$ cat config.mk
export PLATFORM = sky130hd
export DESIGN_NAME = gray_updown_counter
export DESIGN_NICKNAME = d
export VERILOG_FILES = /design/src/rtl/gray_cnt_pkg.sv /design/src/rtl/gray_step_logic.sv /design/src/rtl/gray_state_reg.sv /design/src/rtl/gray_updown_counter.sv
export SDC_FILE = /design/constraint.sdc
export NUM_CORES = 1
export LEC_CHECK = 0
export CAP_MARGIN = 40
export CELL_PAD_IN_SITES_DETAIL_PLACEMENT = 0
export CELL_PAD_IN_SITES_GLOBAL_PLACEMENT = 2
export CORE_AREA = 5 5 42 44
export DETAILED_ROUTE_END_ITERATION = 6
export DIE_AREA = 0 0 47 49
export DONT_BUFFER_PORTS = 1
export PLACE_DENSITY = 0.51
export SLEW_MARGIN = 25
export SYNTH_ARGS = -nofsm -noshare
export SYNTH_HDL_FRONTEND = slang
export SYNTH_SLANG_ARGS = --single-unit
$ cat constraint.sdc
create_clock -name clk -period 2.26 [get_ports clk]
set_clock_uncertainty 0.2 [all_clocks]
set_input_delay 0.452 -clock clk [delete_from_list [all_inputs] [get_ports clk]]
set_output_delay 0.452 -clock clk [all_outputs]
set_load 0.05 [all_outputs]
$ cat src/rtl/gray_cnt_pkg.sv
package gray_cnt_pkg;

    localparam int GRAY_MIN_W = 3;
    localparam int GRAY_MAX_W = 4;

    typedef enum logic {
        DIR_DOWN = 1'b0,
        DIR_UP   = 1'b1
    } gray_dir_e;

    typedef struct packed {
        logic      en;
        gray_dir_e dir;
    } step_ctl_t;

    function automatic step_ctl_t make_ctl(input logic en, input logic up);
        step_ctl_t c;
        c.en  = en;
        c.dir = up ? DIR_UP : DIR_DOWN;
        return c;
    endfunction

endpackage

$ cat src/rtl/gray_step_logic.sv
module gray_step_logic
    import gray_cnt_pkg::*;
#(
    parameter int W = 3
) (
    input  logic [W-1:0] cur,
    input  gray_dir_e    dir,
    output logic [W-1:0] flip
);

    localparam logic [W-1:0] LSB_MASK = {{(W-1){1'b0}}, 1'b1};
    localparam logic [W-1:0] MSB_MASK = {1'b1, {(W-1){1'b0}}};

    logic [W:0]   seen;
    logic [W-1:0] low_oh;
    logic         parity;
    logic         take_lsb;
    logic         take_msb;

    assign seen[0] = 1'b0;

    generate
        for (genvar i = 0; i < W; i++) begin : g_low
            assign low_oh[i]  = cur[i] & ~seen[i];
            assign seen[i+1]  = seen[i] | cur[i];
        end
    endgenerate

    assign parity   = ^cur;
    assign take_lsb = (dir == DIR_UP) ? ~parity : parity;
    assign take_msb = low_oh[W-1] | ~seen[W];

    always_comb begin
        if (take_lsb) begin
            flip = LSB_MASK;
        end else begin
            flip = {low_oh[W-2:0], 1'b0};
            if (take_msb) begin
                flip = MSB_MASK;
            end
        end
    end

endmodule

$ cat src/rtl/gray_state_reg.sv
module gray_state_reg
    import gray_cnt_pkg::*;
#(
    parameter int W = 3
) (
    input  logic         clk,
    input  logic         rst,
    input  step_ctl_t    ctl,
    input  logic [W-1:0] flip,
    output logic [W-1:0] q
);

    always_ff @(posedge clk) begin
        if (rst) begin
            q <= '0;
        end else if (ctl.en) begin
            q <= q ^ flip;
        end
    end

    AST_RESET_ZERO: assert property (@(posedge clk)
        rst |=> (q == '0));

    AST_HOLD_IDLE: assert property (@(posedge clk) disable iff (rst)
        (!ctl.en) |=> $stable(q));

    AST_ONE_BIT_STEP: assert property (@(posedge clk) disable iff (rst)
        ctl.en |=> ($countones(q ^ $past(q)) == 1));

endmodule

$ cat src/rtl/gray_updown_counter.sv
module gray_updown_counter
    import gray_cnt_pkg::*;
#(
    parameter int WIDTH = 3
) (
    input  logic             clk,
    input  logic             rst,
    input  logic             cnt_en,
    input  logic             dir_up,
    output logic [WIDTH-1:0] gray_q
);

    localparam logic [WIDTH-1:0] LAST_CODE = {1'b1, {(WIDTH-1){1'b0}}};

    step_ctl_t        ctl;
    logic [WIDTH-1:0] flip;
    logic [WIDTH-1:0] state;

    initial begin
        if (WIDTH < GRAY_MIN_W || WIDTH > GRAY_MAX_W) begin
            $error("gray_updown_counter: WIDTH out of range");
        end
    end

    assign ctl = make_ctl(cnt_en, dir_up);

    gray_step_logic #(.W(WIDTH)) u_step (
        .cur  (state),
        .dir  (ctl.dir),
        .flip (flip)
    );

    gray_state_reg #(.W(WIDTH)) u_reg (
        .clk  (clk),
        .rst  (rst),
        .ctl  (ctl),
        .flip (flip),
        .q    (state)
    );

    assign gray_q = state;

    AST_UP_WRAP: assert property (@(posedge clk) disable iff (rst)
        (cnt_en && dir_up && gray_q == LAST_CODE) |=> (gray_q == '0));

    AST_DOWN_WRAP: assert property (@(posedge clk) disable iff (rst)
        (cnt_en && !dir_up && gray_q == '0) |=> (gray_q == LAST_CODE));

    AST_PARITY_TURN: assert property (@(posedge clk) disable iff (rst)
        cnt_en |=> ((^gray_q) != $past(^gray_q)));

endmodule

=== Word level (Yosys, flattened, before mapping) ===
Cells that the tools add are included.

* Register bits: 3
* Bits in latches: 0
* Memory bits (writable): 0
* Bits in read-only memories: 0
* Bits of input ports: 4
* Memories kept: 0

* Add/subtract/negate cells: 0
* Multiply operators: 0
* Divide/modulo/power cells: 0
* Order comparisons: 0
* Equality and inequality tests: 0
* Shifts and indexed selects: 0
* Mux-type cells: 4
* Bitwise gates (word level): 10
* Reductions and logical operators: 1

{| class="wikitable"
|+ Operators with widths
! operator !! number
|-
| two-way mux 3 bit || 2
|-
| NOT 1 bit || 4
|-
| OR 1 bit || 3
|-
| XOR reduction 3 bit || 1
|-
| XOR 3 bit || 1
|-
| bitwise AND 1 bit || 2
|-
| two-way mux 1 bit || 2
|}

=== Longest topological paths before layout ===
Gate-level depths: netlist of run 1.

* Depth in word-level cells: 7
* Mapped depth: 5
* Depth with buffers taken out: 5

=== By module ===
A second synthesis of run 1 with hierarchy kept.

* Cell total of the unflattened synthesis: 21
* Area, all modules: 210.2 sq um

{| class="wikitable"
|+ By module, submodules not included
! module !! instances !! cells each !! area an instance (sq um) !! seq. area each (sq um)
|-
| gray_state_reg || 1 || 12 || 127.6 || 60.1
|-
| gray_step_logic || 1 || 9 || 82.6 || 0.0
|}

=== Least setup slack after synthesis of run 1 ===
OpenSTA, ideal clock, no wires.

* Path kind: register to register
* Start: register u_reg.q[0]
* End: register u_reg.q[1]
* Arrival time: 1.845 ns
* Required time: 1.939 ns
* Slack: 0.093 ns
* Stages on the path, launching flop included: 6
* Path buffers: 0
* Clock period less this slack: 2.167 ns
* Path through: dfxtp_1 > inv_2 > ha_1 > xnor3_1 > nor4b_4 > mux2_4

* Word-level cells in the longest chain between the ends: 7
* Elaborated cells between the ends (all ways): 12

{| class="wikitable"
|+ RTL lines
! what !! RTL line !! source
|-
| from (decl) || gray_state_reg.sv:10 || <nowiki>output logic [W-1:0] q</nowiki>
|-
| from (signal assigned) || gray_state_reg.sv:17 || <nowiki>q <= q ^ flip;</nowiki>
|-
| OR 1 bit || gray_step_logic.sv:25 || <nowiki>assign seen[i+1] = seen[i] | cur[i];</nowiki>
|-
| NOT 1 bit or OR 1 bit (tied branches) || gray_step_logic.sv:24, gray_step_logic.sv:25 ||
|-
| bitwise AND 1 bit or NOT 1 bit (tied branches) || gray_step_logic.sv:24, gray_step_logic.sv:31 ||
|-
| OR 1 bit || gray_step_logic.sv:31 || <nowiki>assign take_msb = low_oh[W-1] | ~seen[W];</nowiki>
|-
| two-way mux 3 bit || gray_step_logic.sv:38 || <nowiki>if (take_msb) begin</nowiki>
|-
| two-way mux 3 bit * || gray_step_logic.sv:34 || <nowiki>if (take_lsb) begin</nowiki>
|-
| XOR 3 bit * || gray_state_reg.sv:17 ||
|}

Every way passes the cells marked *; elsewhere a longest branch is shown, timed or not.
A chain may end at the register's enable or synchronous reset.

=== Worst setup path in the final report of run 1 ===
Ends and elaborated chain as after synthesis.

==> impl_metrics.yaml, run 1 <==
setup_path:
  cp-end-kind: "flip-flop"
  path_max_fanout: 4
  worst-setup-path-type: "reg -> reg"
  cp.arrival_ns: 1.76
  r2r_end: "u_reg.q[1]$_SDFFE_PP0P_"
  rr_worst_depth: 5
  crit_required_ns: 2.18
  worstSetupStartpointType: "flip-flop"
  r2r-start: "u_reg.q[0]$_SDFFE_PP0P_"
  path_cells: "inv_2 -> ha_1 -> xnor3_1 -> nor4b_4 -> mux2_4"
  path_buf_inv: 1
  critPathSlowestCell: "dfxtp_1"
  crit_family: "flip-flops"
  r2r_slack_ns: 0.42
  cpPeakStageDelay_ns: 0.34
die:
  core_um2: 1400
  dieArea_um2: 2300
  ioPinCount: 7
  die_w_um: 47
  num_rows: 14
  initial_core_util_pct: 15.4
  die_h_um: 49
clock_network:
  cts-htree-levels: 1
  cts_tree: "built"
  hold_buffers: 0
  cts_num_sinks: 3
  postCtsSetupRepairBufs: 0
  cts_buffers: 3
  clock_latency_ns: 0.23
  clockRootBuffer: "clkbuf_4"
  post_cts_resized: 0
  clkTransAtPathRegs_ns: 0.04
  cts_buffer_depth: 2
timing:
  drv_slew: 0
  final.setup.worst_slack_ns: 0.416
  fin_crit_sh_pct: 81.6
  clock.fmax_mhz: 542
  maxSlewHeadroom_pct: 84.7
  worst_slew_pin_slew_ns: 0.227
  rsz0062_at_grt: "false"
  finalWorstPathRequiredPeriod_ns: 1.84
  setup_viol: 0
  fin_tns_setup_ns: 0
  final_hold_viol_count: 0
worst_hold_path:
  hold_start: "rst"
  hold_path_end: "u_reg.q[2]$_SDFFE_PP0P_"
  worst_hold_path.num_cells: 1
  min_path_type: "in -> reg"
finish:
  syn_to_final_growth_pct: 32.0
  drive_above_1_share_pct: 32.1
  top_register: "u_reg.q"
  diodes: 0
  nFillCells: 168
  largest_reg_flops: 3
  final_area_um2: 284
  stdcell_count: 44
  fin_util_pct: 20.3
  nets: 35
  multiInputGateArea_um2: 144
  seq_area_um2: 60.1
  largestRegisters: "u_reg.q x3"
placed_design:
  gp_congestion: 0.739
  port_buffers: 0
  placedInstanceArea_um2: 258
  placed_cells: 40
  dp_hpwl_um: 352
  pre_cts_ws_ns: 0.431
yosys:
  synth_cell_types: 12
  syn-num-nets: 27
  ys_seq_area_share_pct: 27.9
  yosys_register_bits: 3
  synth_cells: 21
  yosys_warnings: 0
  syn-mean-instance-area_um2: 10.2
  synth_area_um2: 215
drt:
  dr_total_vias: 162
  top_layer: "met3"
  wl_met2_um: 173
  first_iter_violations: 4
  drt-total-wl_um: 422
  wl_met3_um: 76
  firstDrtPassIters: 3
  ant_nets: 0
  wl_met1_um: 172
  drc: 0
  wire_per_inst_um: 9.59
  viasPerCell: 3.68
power:
  clkPwrFrac_pct: 30.1
  ir_drop_v: 0.000536
  seq_power_share_pct: 22.9
  switching_share_pct: 37.7
  p_switching_uw: 116
  comb_power_share_pct: 47.0
  internal-power_uw: 192
  leakagePower_uw: 0.000135
  powerDensity_nw_per_um2: 1090
global_route:
  grt_antenna_before_repair: 0
  grt_util_all_layers_pct: 5.56
  grt_max_degree: 6
  grt_pass1_vias: 193
  overflow: 0
  grt_pass1_wl_um: 807
run_status:
  outcome: "complete, no violations"
flow_run:
  drv_cap: 0
power by group through the flow:
stage          Combinational [µW]  Clock [µW]  Sequential [µW]
2_1_floorplan                79.3           0              109
3_3_place_gp                  145           0             71.0
3_5_place_dp                  147           0             70.7
4_1_cts                       148        96.0             70.3
5_1_grt                       160         107             72.1
6_report                      145        92.8             70.6
Yosys cell counts (all sizes together):
cell / number / area [µm²]
mux2: 2 / 26.3
dfxtp: 3 / 60.1
o21ai: 1 / 5.00
nor4b: 1 / 23.8
nor2: 6 / 22.5
inv: 3 / 11.3
ha: 2 / 25.0
xnor3: 1 / 22.5
mux2i: 1 / 10.0
xnor2: 1 / 8.76
cell type report:
type | count | area share (%)
Multi-Input combinational cell | 15 | 50.7
Sequential cell | 3 | 21.1
Clock buffer | 4 | 9.25
Timing Repair Buffer | 3 | 7.93
Tap cell | 16 | 7.05
Inverter | 3 | 3.96
metrics by stage:
stage,total power (µW),hold WS [ns]
after floorplan,189,0.324
after global placement,216,0.326
after detailed placement,218,0.328
after CTS,314,0.0863
after global routing,339,0.0744
final,308,0.0899
metal layers:
layer,up-vias,global-route usage (%)
met5,-,0
met4,0,2.76
met3,0,7.38
met2,9,6.56
met1,71,5.26
li1,82,-
placed cells by master, fill, tap and decap left out:
| master | instances |
|---|---|
| nor2_1 | 6 |
| clkbuf_4 | 3 |
| buf_4 | 3 |
| dfxtp_1 | 3 |
| inv_1 | 2 |
| ha_1 | 2 |
| inv_2 | 1 |
| xnor2_1 | 1 |
| o21ai_0 | 1 |
| mux2i_1 | 1 |
| xnor3_1 | 1 |
| nor4b_4 | 1 |
| mux2_4 | 1 |
| mux2_1 | 1 |
| clkbuf_1 | 1 |
worst max path at each step:
stage                             from                       to  slack [ns]  depth (start not counted)
2_1_floorplan  u_reg.q[0]$_SDFFE_PP0P_  u_reg.q[1]$_SDFFE_PP0P_        0.09                          5
5_1_grt        u_reg.q[0]$_SDFFE_PP0P_  u_reg.q[1]$_SDFFE_PP0P_        0.32                          5
3_3_place_gp   u_reg.q[0]$_SDFFE_PP0P_  u_reg.q[1]$_SDFFE_PP0P_        0.42                          5
4_1_cts        u_reg.q[0]$_SDFFE_PP0P_  u_reg.q[1]$_SDFFE_PP0P_        0.42                          5
3_5_place_dp   u_reg.q[0]$_SDFFE_PP0P_  u_reg.q[1]$_SDFFE_PP0P_        0.43                          5
6_report       u_reg.q[0]$_SDFFE_PP0P_  u_reg.q[1]$_SDFFE_PP0P_        0.42                          5
kinds of logic (layout without fill, tap and decap cells):
logic type,after synthesis,count (layout),synth area share (%)
simple gates,7,7,21.5
xor+xnor,2,2,14.5
mux,3,3,16.9
fa+ha+maj,2,2,11.6
compound gates,1,1,2.32
buf+inv,3,10,5.23
flops,3,3,27.9
worst register-to-register path: cells and delay by family, from the launching register on:
kind	cells	cell delay, ns
adder cells (fa/ha/maj)	1	0.34
multiplexers	1	0.32
buffers and inverters	1	0.07
flip-flops	1	0.34
XOR/XNOR	1	0.24
AND/OR/NAND/NOR	1	0.22
Power figures use the tool's default switching activity.
==> run 2: changes to the inputs <==
Settings changed: PLACE_DENSITY 0.51 to 0.52.
Clock period 2.26 ns to 1.6 ns, I/O delays scaled along.
==> impl_metrics.yaml, run 2 (synthesis results as in run 1) <==
power:
  power.total_uw: 518
  clkPwrFrac_pct: 27.0
  p_switching_uw: 196
  powerDensity_nw_per_um2: 1530
  comb_power_share_pct: 52.4
  seq_power_share_pct: 20.7
  leakagePower_uw: 0.000155
  ir_drop_v: 0.000361
  switching_share_pct: 37.8
  internal-power_uw: 322
placed_design:
  placed_cells: 42
  dp_hpwl_um: 466
  placedInstanceArea_um2: 299
  gp_congestion: 0.683
  port_buffers: 0
global_route:
  grt_antenna_before_repair: 0
  grt_pass1_vias: 233
  grt_pass1_wl_mm: 1.03
  grt_max_degree: 6
  overflow: 0
  grt_util_all_layers_pct: 7.04
setup_path:
  critPathSlowestCell: "dfxtp_4"
  worst-setup-path-type: "reg -> reg"
  crit_required_ns: 1.52
  r2r_slack_ns: -0.09
  path_cells: "inv_4 -> ha_4 -> xnor3_1 -> nor4b_4 -> mux2_4"
  cp.arrival_ns: 1.62
  r2r-start: "u_reg.q[0]$_SDFFE_PP0P_"
  path_max_fanout: 2
  cp-end-kind: "flip-flop"
  rr_worst_depth: 5
  worstSetupStartpointType: "flip-flop"
  r2r_end: "u_reg.q[1]$_SDFFE_PP0P_"
  cpPeakStageDelay_ns: 0.35
finish:
  final_area_um2: 339
  top_register: "u_reg.q"
  diodes: 0
  final_common_cell: "nor2_1"
  nFillCells: 161
  nets: 38
  mostFrequentLayoutCells: "6 x nor2_1, 5 x buf_4, 3 x clkbuf_4"
  drive_above_1_share_pct: 54.8
  syn_to_final_growth_pct: 57.6
  largest_reg_flops: 3
  fin_util_pct: 24.2
  seq_area_um2: 68.8
  multiInputGateArea_um2: 160
  stdcell_count: 47
  largestRegisters: "u_reg.q x3"
clock_network:
  clkTransAtPathRegs_ns: 0.04
  clockRootBuffer: "clkbuf_4"
  cts_buffers: 3
  cts_tree: "built"
  cts_buffer_depth: 2
  postCtsSetupRepairBufs: 0
  cts_num_sinks: 3
  clock_latency_ns: 0.24
  cts-htree-levels: 1
timing:
  clock.fmax_mhz: 591
  setup_viol: 2
  final.setup.worst_slack_ns: -0.0924
  drv_slew: 0
  maxSlewHeadroom_pct: 85.6
  final_hold_viol_count: 0
  rsz0062_at_grt: "true"
  fin_crit_sh_pct: 106
  finalWorstPathRequiredPeriod_ns: 1.69
  worst_slew_pin_slew_ns: 0.215
  hold_slack_ns: 0.120
die:
  die_h_um: 49
  num_rows: 14
  dieArea_um2: 2300
  ioPinCount: 7
  initial_core_util_pct: 15.4
  die_w_um: 47
  core_um2: 1400
drt:
  wl_met2_um: 315
  firstDrtPassIters: 1
  dr_total_vias: 184
  wire_per_inst_um: 12.3
  top_layer: "met4"
  viasPerCell: 3.91
  drc: 0
  wl_met1_um: 176
  drt-total-wl_um: 576
  wl_met3_um: 73
  ant_nets: 0
  first_iter_violations: 0
flow_run:
  drv_cap: 0
run_status:
  violations: "negative setup slack"
  outcome: "finished with violations"
worst_hold_path:
  min_path_type: "in -> reg"
  hold_start: "rst"
  worst_hold_path.num_cells: 2
  hold_path_end: "u_reg.q[1]$_SDFFE_PP0P_"
-- run 2: repair_timing --
| action | CTS | global route |
|---|---|---|
| gates resized for setup | 2 | 0 |
| pin swaps | 1 | 1 |
| endpoints found under the setup margin | 3 | 2 |
| hold endpoints to repair | 1 | 0 |
| gates cloned | 0 | 0 |
| hold buffers | 1 | 0 |
-- run 2: worst max-delay path: cells and delay by family (launching register included) --
family,cells,cell delay [ns]
XOR/XNOR,1,0.22
adder cells (fa/ha/maj),1,0.23
buffers and inverters,1,0.04
flip-flops,1,0.35
multiplexers,1,0.32
AND/OR/NAND/NOR,1,0.22
-- run 2: power by group through the flow --
stage	logic [µW]	registers [µW]	clock network (µW)
finish	271	107	140
global route	292	110	159
CTS	276	108	146
detailed placement	262	109	0
global placement	245	107	0
floorplan	129	164	0
-- run 2: how the worst max path moves through the flow --
stage	end	from	depth (start not counted)
final	u_reg.q[1]$_SDFFE_PP0P_	u_reg.q[0]$_SDFFE_PP0P_	5
after global routing	u_reg.q[1]$_SDFFE_PP0P_	u_reg.q[0]$_SDFFE_PP0P_	5
after CTS	u_reg.q[1]$_SDFFE_PP0P_	u_reg.q[1]$_SDFFE_PP0P_	5
after detailed placement	u_reg.q[0]$_SDFFE_PP0P_	u_reg.q[0]$_SDFFE_PP0P_	5
after global placement	u_reg.q[1]$_SDFFE_PP0P_	u_reg.q[1]$_SDFFE_PP0P_	5
after floorplan	u_reg.q[1]$_SDFFE_PP0P_	u_reg.q[1]$_SDFFE_PP0P_	5
-- run 2: area by class of cell --
class,count,share of cell area [%]
clock buffers,4,7.75
well taps,16,5.90
inverters,3,4.80
flip-flops and latches,3,20.3
multi-input cells,15,47.2
repair buffers,6,14.0
-- run 2: through the flow --
| stage | TNS, ns | worst slack [ns] |
|---|---|---|
| 3_3_place_gp | -0.113 | -0.0788 |
| 2_1_floorplan | -0.304 | -0.167 |
| 6_report | -0.154 | -0.0924 |
| 5_1_grt | -0.297 | -0.168 |
| 3_5_place_dp | -0.199 | -0.109 |
| 4_1_cts | -0.189 | -0.104 |
-- run 2: layer usage --
layer	up-vias	global-route usage, %
met5	-	0
met4	0	4.15
met3	3	7.01
met2	7	10.4
met1	87	5.71
li1	87	-
==> run 3: changes to the inputs <==
Settings changed: REMOVE_ABC_BUFFERS set to 1.
==> impl_metrics.yaml, run 3 (synthesis results as in run 1) <==
finish:
  final_area_um2: 354
  top_register: "u_reg.q"
  diodes: 0
  fin_util_pct: 25.3
  nets: 42
  syn_to_final_growth_pct: 64.5
  largestRegisters: "u_reg.q x3"
  drive_above_1_share_pct: 54.3
  stdcell_count: 51
  final_common_cell: "buf_4"
  largest_reg_flops: 3
  mostFrequentLayoutCells: "9 x buf_4, 6 x nor2_1, 3 x clkbuf_4"
worst_hold_path:
  hold_path_end: "u_reg.q[0]$_SDFFE_PP0P_"
  min_path_type: "in -> reg"
  worst_hold_path.num_cells: 2
  hold_start: "rst"
die:
  ioPinCount: 7
  die_h_um: 49
  die_w_um: 47
  dieArea_um2: 2300
  initial_core_util_pct: 15.4
  num_rows: 14
  core_um2: 1400
timing:
  drv_slew: 0
  worst_slew_pin_slew_ns: 0.209
  clock.fmax_mhz: 594
  maxSlewHeadroom_pct: 86.0
  rsz0062_at_grt: "true"
  setup_viol: 2
  final_hold_viol_count: 0
  finalWorstPathRequiredPeriod_ns: 1.68
  fin_crit_sh_pct: 105
  hold_slack_ns: 0.102
  final.setup.worst_slack_ns: -0.0830
run_status:
  violations: "negative setup slack"
  outcome: "finished with violations"
setup_path:
  cp.arrival_ns: 1.59
  path_buf_inv: 1
  cp-end-kind: "flip-flop"
  r2r_end: "u_reg.q[1]$_SDFFE_PP0P_"
  worstSetupStartpointType: "flip-flop"
  critPathSlowestCell: "dfxtp_2"
  r2r_slack_ns: -0.08
  path_max_fanout: 2
  cpPeakStageDelay_ns: 0.32
  crit_required_ns: 1.51
  crit_family: "flip-flops"
  rr_worst_depth: 5
  worst-setup-path-type: "reg -> reg"
  r2r-start: "u_reg.q[0]$_SDFFE_PP0P_"
  path_cells: "inv_2 -> ha_4 -> xnor3_1 -> nor4b_4 -> mux2_4"
placed_design:
  port_buffers: 0
  placed_cells: 43
  dp_hpwl_um: 350
  placedInstanceArea_um2: 280
  pre_cts_ws_ns: -0.172
  gp_congestion: 0.690
drt:
  ant_nets: 0
  drt-total-wl_um: 503
  drc: 0
  viasPerCell: 3.61
  dr_total_vias: 184
  wire_per_inst_um: 9.86
  firstDrtPassIters: 3
  first_iter_violations: 2
clock_network:
  cts_buffer_depth: 2
  cts_num_sinks: 3
  cts-htree-levels: 1
  cts_buffers: 3
  clock_latency_ns: 0.23
  cts_tree: "built"
  clkTransAtPathRegs_ns: 0.03
  clockRootBuffer: "clkbuf_4"
global_route:
  grt_util_all_layers_pct: 6.05
  grt_max_degree: 6
  grt_pass1_vias: 219
  overflow: 0
  grt_antenna_before_repair: 0
  grt_pass1_wl_um: 938
power:
  powerDensity_nw_per_um2: 1410
  leakagePower_uw: 0.000169
  ir_drop_v: 0.000579
flow_run:
  drv_cap: 0
==> run 3: report_power, final <==
group	internal, µW	switching (µW)
clock	93.2	36.3
combinational	136	132
sequential	92.5	9.36
==> run 3: per-stage QoR <==
| stage | total power [µW] | setup TNS (ns) |
|---|---|---|
| floorplan | 267 | -1.20 |
| global placement | 329 | -0.255 |
| detailed placement | 332 | -0.263 |
| CTS | 493 | -0.140 |
| global route | 543 | -0.247 |
| finish | 499 | -0.120 |
==> run 3: worst max path at each step <==
stage,start,end,slack [ns],depth (start not counted)
2_1_floorplan,u_reg.q[0]$_SDFFE_PP0P_,u_reg.q[1]$_SDFFE_PP0P_,-0.57,5
3_3_place_gp,u_reg.q[0]$_SDFFE_PP0P_,u_reg.q[1]$_SDFFE_PP0P_,-0.18,5
3_5_place_dp,u_reg.q[0]$_SDFFE_PP0P_,u_reg.q[1]$_SDFFE_PP0P_,-0.17,5
4_1_cts,u_reg.q[0]$_SDFFE_PP0P_,u_reg.q[1]$_SDFFE_PP0P_,-0.08,5
5_1_grt,u_reg.q[0]$_SDFFE_PP0P_,u_reg.q[1]$_SDFFE_PP0P_,-0.15,5
6_report,u_reg.q[0]$_SDFFE_PP0P_,u_reg.q[1]$_SDFFE_PP0P_,-0.08,5
==> run 3: layout make-up <==
class,instances,area [µm²]
clock buffers,4,26.3
fillers,164,1050
inverters,3,11.3
multi-input cells,15,156
flip-flops and latches,3,62.6
well taps,16,20.0
repair buffers,10,77.6
==> run 3: timing repair <==
item / CTS / global route
hold buffers: 1 / 0
gates resized for setup: 4 / 1
pin swaps: 1 / 1
setup buffers: 1 / 2
endpoints found under the hold margin: 1 / 0
endpoints found under the setup margin: 2 / 3
==> run 3: layer usage <==
metal / track usage (%) / share of wire [%]
met5: 0 / 0
met4: 2.76 / 0
met3: 6.27 / 14
met2: 7.92 / 49
met1: 6.13 / 37
